## config.mk

```make
export PLATFORM = sky130hd
export DESIGN_NAME = prot_seq_top
export DESIGN_NICKNAME = d
export VERILOG_FILES = /design/src/rtl/prot_seq_pkg.sv /design/src/rtl/prot_blank_timer.sv /design/src/rtl/prot_latch_fsm.sv /design/src/rtl/prot_gate_ctl.sv /design/src/rtl/prot_seq_top.sv
export SDC_FILE = /design/constraint.sdc
export NUM_CORES = 1
export LEC_CHECK = 0
export BUFFER_PORTS_ARGS = -buffer_cell sky130_fd_sc_hd__clkbuf_2
export CAP_MARGIN = 20
export CORE_UTILIZATION = 30
export CTS_CLUSTER_DIAMETER = 60
export DETAILED_ROUTE_END_ITERATION = 16
export GPL_ROUTABILITY_DRIVEN = 1
export SLEW_MARGIN = 20
export SYNTH_ARGS = -nofsm -noshare
export SYNTH_HDL_FRONTEND = slang
export SYNTH_HIERARCHICAL = 1
export SYNTH_SLANG_ARGS = --single-unit
```

## constraint.sdc

```tcl
create_clock -name clk -period 2.9 [get_ports clk]
set_clock_uncertainty 0.15 [all_clocks]
set_input_delay 0.435 -clock clk [delete_from_list [all_inputs] [get_ports clk]]
set_output_delay 0.435 -clock clk [all_outputs]
set_load 0.05 [all_outputs]
```

## src/rtl/prot_seq_pkg.sv

```systemverilog
package prot_seq_pkg;

    localparam int TRIP_N   = 4;
    localparam int CODE_W   = 4;
    localparam int OC_BASE  = 33;
    localparam int OC_STEP  = 66;
    localparam int SC_STEP  = 2;
    localparam int CODE_MAX = (1 << CODE_W) - 1;
    localparam int CNT_W    = $clog2(OC_BASE + OC_STEP * CODE_MAX + 1);

    // trip index order, fixed because fault_flags bit positions follow it
    localparam int IDX_SC_DSG = 0;
    localparam int IDX_SC_CHG = 1;
    localparam int IDX_OC_DSG = 2;
    localparam int IDX_OC_CHG = 3;

    typedef enum logic [1:0] {
        ST_NORMAL  = 2'd0,
        ST_LATCHED = 2'd1,
        ST_ARMED   = 2'd2
    } latch_state_t;

endpackage

```

## src/rtl/prot_blank_timer.sv

```systemverilog
module prot_blank_timer #(
    parameter int CNT_W = 10
) (
    input  logic             clk,
    input  logic             rst_n,
    input  logic             tick,
    input  logic             arm,
    input  logic [CNT_W-1:0] limit,
    output logic             expired
);

    logic [CNT_W-1:0] cnt_q;

    always_ff @(posedge clk or negedge rst_n) begin
        if (!rst_n) begin
            cnt_q <= '0;
        end else if (!arm) begin
            cnt_q <= '0;
        end else if (tick && (cnt_q < limit)) begin
            cnt_q <= cnt_q + 1'b1;
        end
    end

    assign expired = arm && (cnt_q >= limit);

endmodule

```

## src/rtl/prot_latch_fsm.sv

```systemverilog
module prot_latch_fsm
    import prot_seq_pkg::*;
#(
    parameter int N = 4
) (
    input  logic         clk,
    input  logic         rst_n,
    input  logic [N-1:0] expired,
    input  logic         release_bit,
    output logic [N-1:0] flags,
    output logic         latched
);

    latch_state_t state_q, state_d;
    logic [N-1:0] flags_q, flags_d;
    logic         release_q;

    // state register
    always_ff @(posedge clk or negedge rst_n) begin
        if (!rst_n) begin
            state_q   <= ST_NORMAL;
            flags_q   <= '0;
            release_q <= 1'b0;
        end else begin
            state_q   <= state_d;
            flags_q   <= flags_d;
            release_q <= release_bit;
        end
    end

    // next state and flag update
    always_comb begin
        state_d = state_q;
        flags_d = flags_q;
        unique case (state_q)
            ST_NORMAL: begin
                if (|expired) begin
                    state_d = ST_LATCHED;
                    flags_d = expired;
                end
            end
            ST_LATCHED: begin
                flags_d = flags_q | expired;
                if (release_bit && !release_q) begin
                    state_d = ST_ARMED;
                end
            end
            ST_ARMED: begin
                flags_d = flags_q | expired;
                if (!release_bit) begin
                    state_d = ST_NORMAL;
                    flags_d = '0;
                end
            end
            default: begin
                state_d = ST_NORMAL;
                flags_d = '0;
            end
        endcase
    end

    // outputs
    always_comb begin
        flags   = flags_q;
        latched = (state_q != ST_NORMAL);
    end

endmodule

```

## src/rtl/prot_gate_ctl.sv

```systemverilog
module prot_gate_ctl (
    input  logic latched,
    input  logic host_dsg_on,
    input  logic host_chg_on,
    input  logic host_pchg_off,
    input  logic enable_n,
    input  logic shutdown,
    output logic chg_en,
    output logic dsg_en,
    output logic pchg_en,
    output logic eval_on
);

    logic gates_allowed;

    always_comb begin
        gates_allowed = !enable_n && !shutdown;
        chg_en        = gates_allowed && !latched && host_chg_on;
        dsg_en        = gates_allowed && !latched && host_dsg_on;
        pchg_en       = gates_allowed && (latched || !host_pchg_off);
        eval_on       = chg_en || dsg_en;
    end

endmodule

```

## src/rtl/prot_seq_top.sv

```systemverilog
module prot_seq_top
    import prot_seq_pkg::*;
#(
    parameter int N_TRIP = TRIP_N,
    parameter int CW     = CODE_W,
    parameter int CFG_W  = 2 * CODE_W,
    parameter int LIM_W  = CNT_W
) (
    input  logic              clk,
    input  logic              rst_n,
    input  logic              tick,
    input  logic [N_TRIP-1:0] trip_raw,
    input  logic [CFG_W-1:0]  oc_delay_cfg,
    input  logic [CFG_W-1:0]  sc_delay_cfg,
    input  logic              host_dsg_on,
    input  logic              host_chg_on,
    input  logic              host_pchg_off,
    input  logic              host_release,
    input  logic              enable_n,
    input  logic              shutdown,
    output logic              chg_en,
    output logic              dsg_en,
    output logic              pchg_en,
    output logic [N_TRIP-1:0] fault_flags
);

    logic [N_TRIP-1:0] expired;
    logic              latched;
    logic              eval_on;

    for (genvar gi = 0; gi < N_TRIP; gi++) begin : g_cond
        logic [LIM_W-1:0] limit;
        logic [CW-1:0]    code;
        if (gi < 2) begin : g_short
            // short circuit: index 0 low nibble, index 1 high nibble
            assign code  = sc_delay_cfg[gi*CW +: CW];
            assign limit = LIM_W'(SC_STEP) * LIM_W'(code);
        end else begin : g_over
            // overcurrent/overload: index 2 low nibble, index 3 high nibble
            assign code  = oc_delay_cfg[(gi-2)*CW +: CW];
            assign limit = LIM_W'(OC_BASE) + LIM_W'(OC_STEP) * LIM_W'(code);
        end

        prot_blank_timer #(.CNT_W(LIM_W)) i_timer (
            .clk     (clk),
            .rst_n   (rst_n),
            .tick    (tick),
            .arm     (trip_raw[gi] && eval_on),
            .limit   (limit),
            .expired (expired[gi])
        );
    end

    prot_latch_fsm #(.N(N_TRIP)) i_fsm (
        .clk         (clk),
        .rst_n       (rst_n),
        .expired     (expired),
        .release_bit (host_release),
        .flags       (fault_flags),
        .latched     (latched)
    );

    prot_gate_ctl i_gate (
        .latched       (latched),
        .host_dsg_on   (host_dsg_on),
        .host_chg_on   (host_chg_on),
        .host_pchg_off (host_pchg_off),
        .enable_n      (enable_n),
        .shutdown      (shutdown),
        .chg_en        (chg_en),
        .dsg_en        (dsg_en),
        .pchg_en       (pchg_en),
        .eval_on       (eval_on)
    );

endmodule

```

==> summary.txt <==
CTS
  • CTS tree: built
  • Clock-pin slew on the worst setup and hold paths: 0.06 ns
  • Post-CTS Setup Bufs: 0
  • # H-tree levels: 2
  • Root buffer cell: clkbuf_16
  • Worst skew pair latency: 0.29 ns
  • TritonCTS buffer count: 5
  • CTS max path bufs: 2
  • CTS sink cnt: 47

Power
  • Leakage power: 1.90 nW
  • Pwr Total: 1.71 mW
  • P per Cell Area: 405 nW/µm²
  • IR drop worst, VDD: 293 µV

Global routing
  • GRT Util Overall: 0.137
  • Number of global-route vias before repair: 3006
  • First-pass GRT wire length: 14000 µm
  • Total congestion overflow: 0
  • Largest net degree at the start of global routing: 48
  • Antenna violations before repair: 0

Synth
  • Synth Area in Simple Gates: 0.226
  • Most common library cells after synthesis: 58 x inv_1, 47 x dfrtp_1, 44 x ha_1
  • Post-synth top area share: 0.327
  • Post-synthesis instance area: 3600 µm²
  • Largest family of logic cells by synthesized area: simple AND/OR/NAND/NOR gates
  • Sequential-to-total area share from yosys stat: 0.327
  • Biggest area consumer among synthesized cells: dfrtp_1
  • Syn_area_per_cell: 8.79 µm²
  • XOR/XNOR share of the synthesized area: 0.0195
  • Post-synthesis compound-gate area fraction: 0.181
  • Asr flop ratio synth: 1.00
  • Top-count cell post-synth: inv_1
  • Most used flip-flop cell after synthesis: dfrtp_1
  • Adder-cell share of the synthesized area: 0.153
  • EDFF count, synth: 0
  • Post-synth cell types: 38
  • Multiplexer area fraction after synthesis: 0.0111
  • Synth warn: 6
  • Synth Register Bits: 47
  • Synth area leaders: dfrtp_1 33%, ha_1 15%, inv_1 6.1%
  • Cells after Synth: 409

Worst setup path
  • Crit Path Max Fanout: 5
  • Critical Path Source Type: register
  • CP Capture Type: register
  • Worst setup path startpoint: g_cond[2].i_timer/cnt_q[5]
  • CP Class: reg -> reg
  • Worst endpoint data arrival time: 2.80 ns
  • Worst reg2reg path startpoint: g_cond[2].i_timer/cnt_q[5]
  • Critical path required time: 2.97 ns

Finish
  • Area Growth Syn to Fin: 17.4%
  • Share of layout cells above drive strength 1: 0.164
  • Fin util: 0.365
  • Design area: 4220 µm²
  • Final Non-Filler Cells: 612
  • ANT cells: 0
  • Nets: 541

Worst hold path
  • Hold Path Class: in -> async

Die
  • Core area: 11600 µm²
  • IO Pins: 36
  • Die height: 111 µm
  • DIE WIDTH: 111 µm
  • Site Rows: 39
  • Die area: 12400 µm²
  • Starting Density: 0.311

STA
  • Fin worst setup slack: 0.176 ns
  • Slew margin rel.: 0.572
  • Final setup vio count: 0
  • Hold Slack: 0.103 ns
  • Final period demand of the worst path: 2.72 ns
  • Endpoints failing hold: 0
  • Least-Margin Pin Slew: 0.636 ns
  • Setup tns final: 0 ns
  • Unrepaired setup endpoints after global routing: no
  • FMAX: 367 MHz
  • Part of the cycle the worst path needs: 0.939
  • Pins Over Slew Limit: 0

Drt
  • Routed via count: 3091
  • Drt drc: 2
  • Final wirelength: 8010 µm
  • Vias per cell: 5.05
  • Iteration-0 DRC Markers: 86
  • 1st-pass router iterations: 10
  • Avg WL per Cell: 13.1 µm
  • Post-DRT Antenna Nets: 0

Placed design
  • HPWL Detailed: 6070 µm
  • Instance area at placement: 4010 µm²
  • GP Congestion: 0.780
  • PortBufs: 35
  • Post-placement cell count: 604
  • DP Worst Slack: 0.0628 ns

Status
  • Failing checks: design-rule violations
  • Status: finished, violations left

Job
  • Max_cap viols: 0
## cells in the final DEF (no fill, tap or decap), types with 2 or more instances in the layout
cell | synthesis | routed
inv_1 | 58 | 58
dfrtp_1 | 47 | 46
ha_1 | 44 | 43
clkbuf_2 | 0 | 35
a21oi_1 | 32 | 32
nand2_1 | 28 | 28
nand4_1 | 20 | 20
nor2_1 | 20 | 20
conb_1 | 2 | 16
o31ai_1 | 16 | 16
or4_1 | 16 | 16
nand3_1 | 12 | 12
a21oi_2 | 8 | 8
nor4_1 | 8 | 8
xnor2_1 | 8 | 8
and3_1 | 8 | 8
o21ai_0 | 8 | 8
or3_1 | 8 | 8
buf_4 | 0 | 8
and2_1 | 6 | 6
clkbuf_16 | 0 | 5
a211oi_1 | 5 | 5
nand2b_1 | 5 | 5
or3_4 | 5 | 5
clkinv_1 | 4 | 4
o21ai_2 | 4 | 4
mux2i_1 | 4 | 4
a31o_2 | 4 | 4
o22a_1 | 4 | 4
a221oi_1 | 4 | 3
a31oi_1 | 4 | 3
a2bb2oi_1 | 3 | 3
bufinv_16 | 0 | 2
o21a_1 | 2 | 2
## sequential cells by signal, summed over array words and instances (netlist names)
register / count
g_cond.i_timer/cnt_q: 40
i_fsm/state_q: 2
i_fsm/flags: 4
i_fsm/release_q: 1
## layout make-up
type | instances | area [µm²]
timing repair buffer | 43 | 235
sequential | 47 | 1180
clock inverter | 2 | 60.1
inverter | 62 | 233
multi-input combinational | 309 | 2210
fill | 1161 | 7340
clock buffer | 6 | 129
tap | 143 | 179
## worst max-delay path, cell delays in order, from the launching register on
cell and delay [ns]:
dfrtp_1 0.46, ha_1 0.32, nand4_1 0.12, a221oi_1 0.13, or3_4 0.36, a31oi_2 0.18, nor2_1 0.08, or3_4 0.35
nor4_4 0.33, o22a_1 0.19
## cell families (layout without fill, tap and decap cells)
logic type | count (synthesis) | in the layout
and+or+nand+nor | 141 | 141
AOI/OAI and AO/OA | 96 | 96
buffers and inverters | 67 | 113
DFF | 47 | 47
adders and majority gates | 44 | 44
xor gates and xnor gates | 8 | 8
muxes | 4 | 4
other | 2 | 16
## power breakdown
part | switching (mW) | internal, mW | leakage, nW | total (mW)
clock network | 0.245 | 0.494 | 0.0911 | 0.739
logic | 0.158 | 0.125 | 1.16 | 0.283
registers | 0.0179 | 0.668 | 0.651 | 0.686
total | 0.421 | 1.29 | 1.90 | 1.71
## layer usage
layer / share of wire / vias up / GRT usage
li1: - / 1597 / -
met1: 0.48 / 1435 / 0.186
met2: 0.47 / 51 / 0.225
met3: 0.037 / 8 / 0.0250
met4: 0.0071 / 0 / 0.0306
met5: 0 / - / 0
## final timing paths
kind                                              end  slack [ns]  cells after the start
min                        g_cond[2].i_timer/cnt_q[9]        0.10                      2
max in group asynchronous  g_cond[2].i_timer/cnt_q[4]        2.04                      2
max reg2reg                            i_fsm/flags[3]        0.18                      9
max                                    i_fsm/flags[3]        0.18                      9
min reg2reg                            i_fsm/flags[0]        0.38                      1
min in group clk                      i_fsm/release_q        0.15                      1
## what timing repair did
item,in CTS,in global routing
gates resized for setup,0,4
hold buffers,0,0
endpoints found under the setup margin,0,5
hold endpoints to repair,0,0
Power figures use the tool's default switching activity.
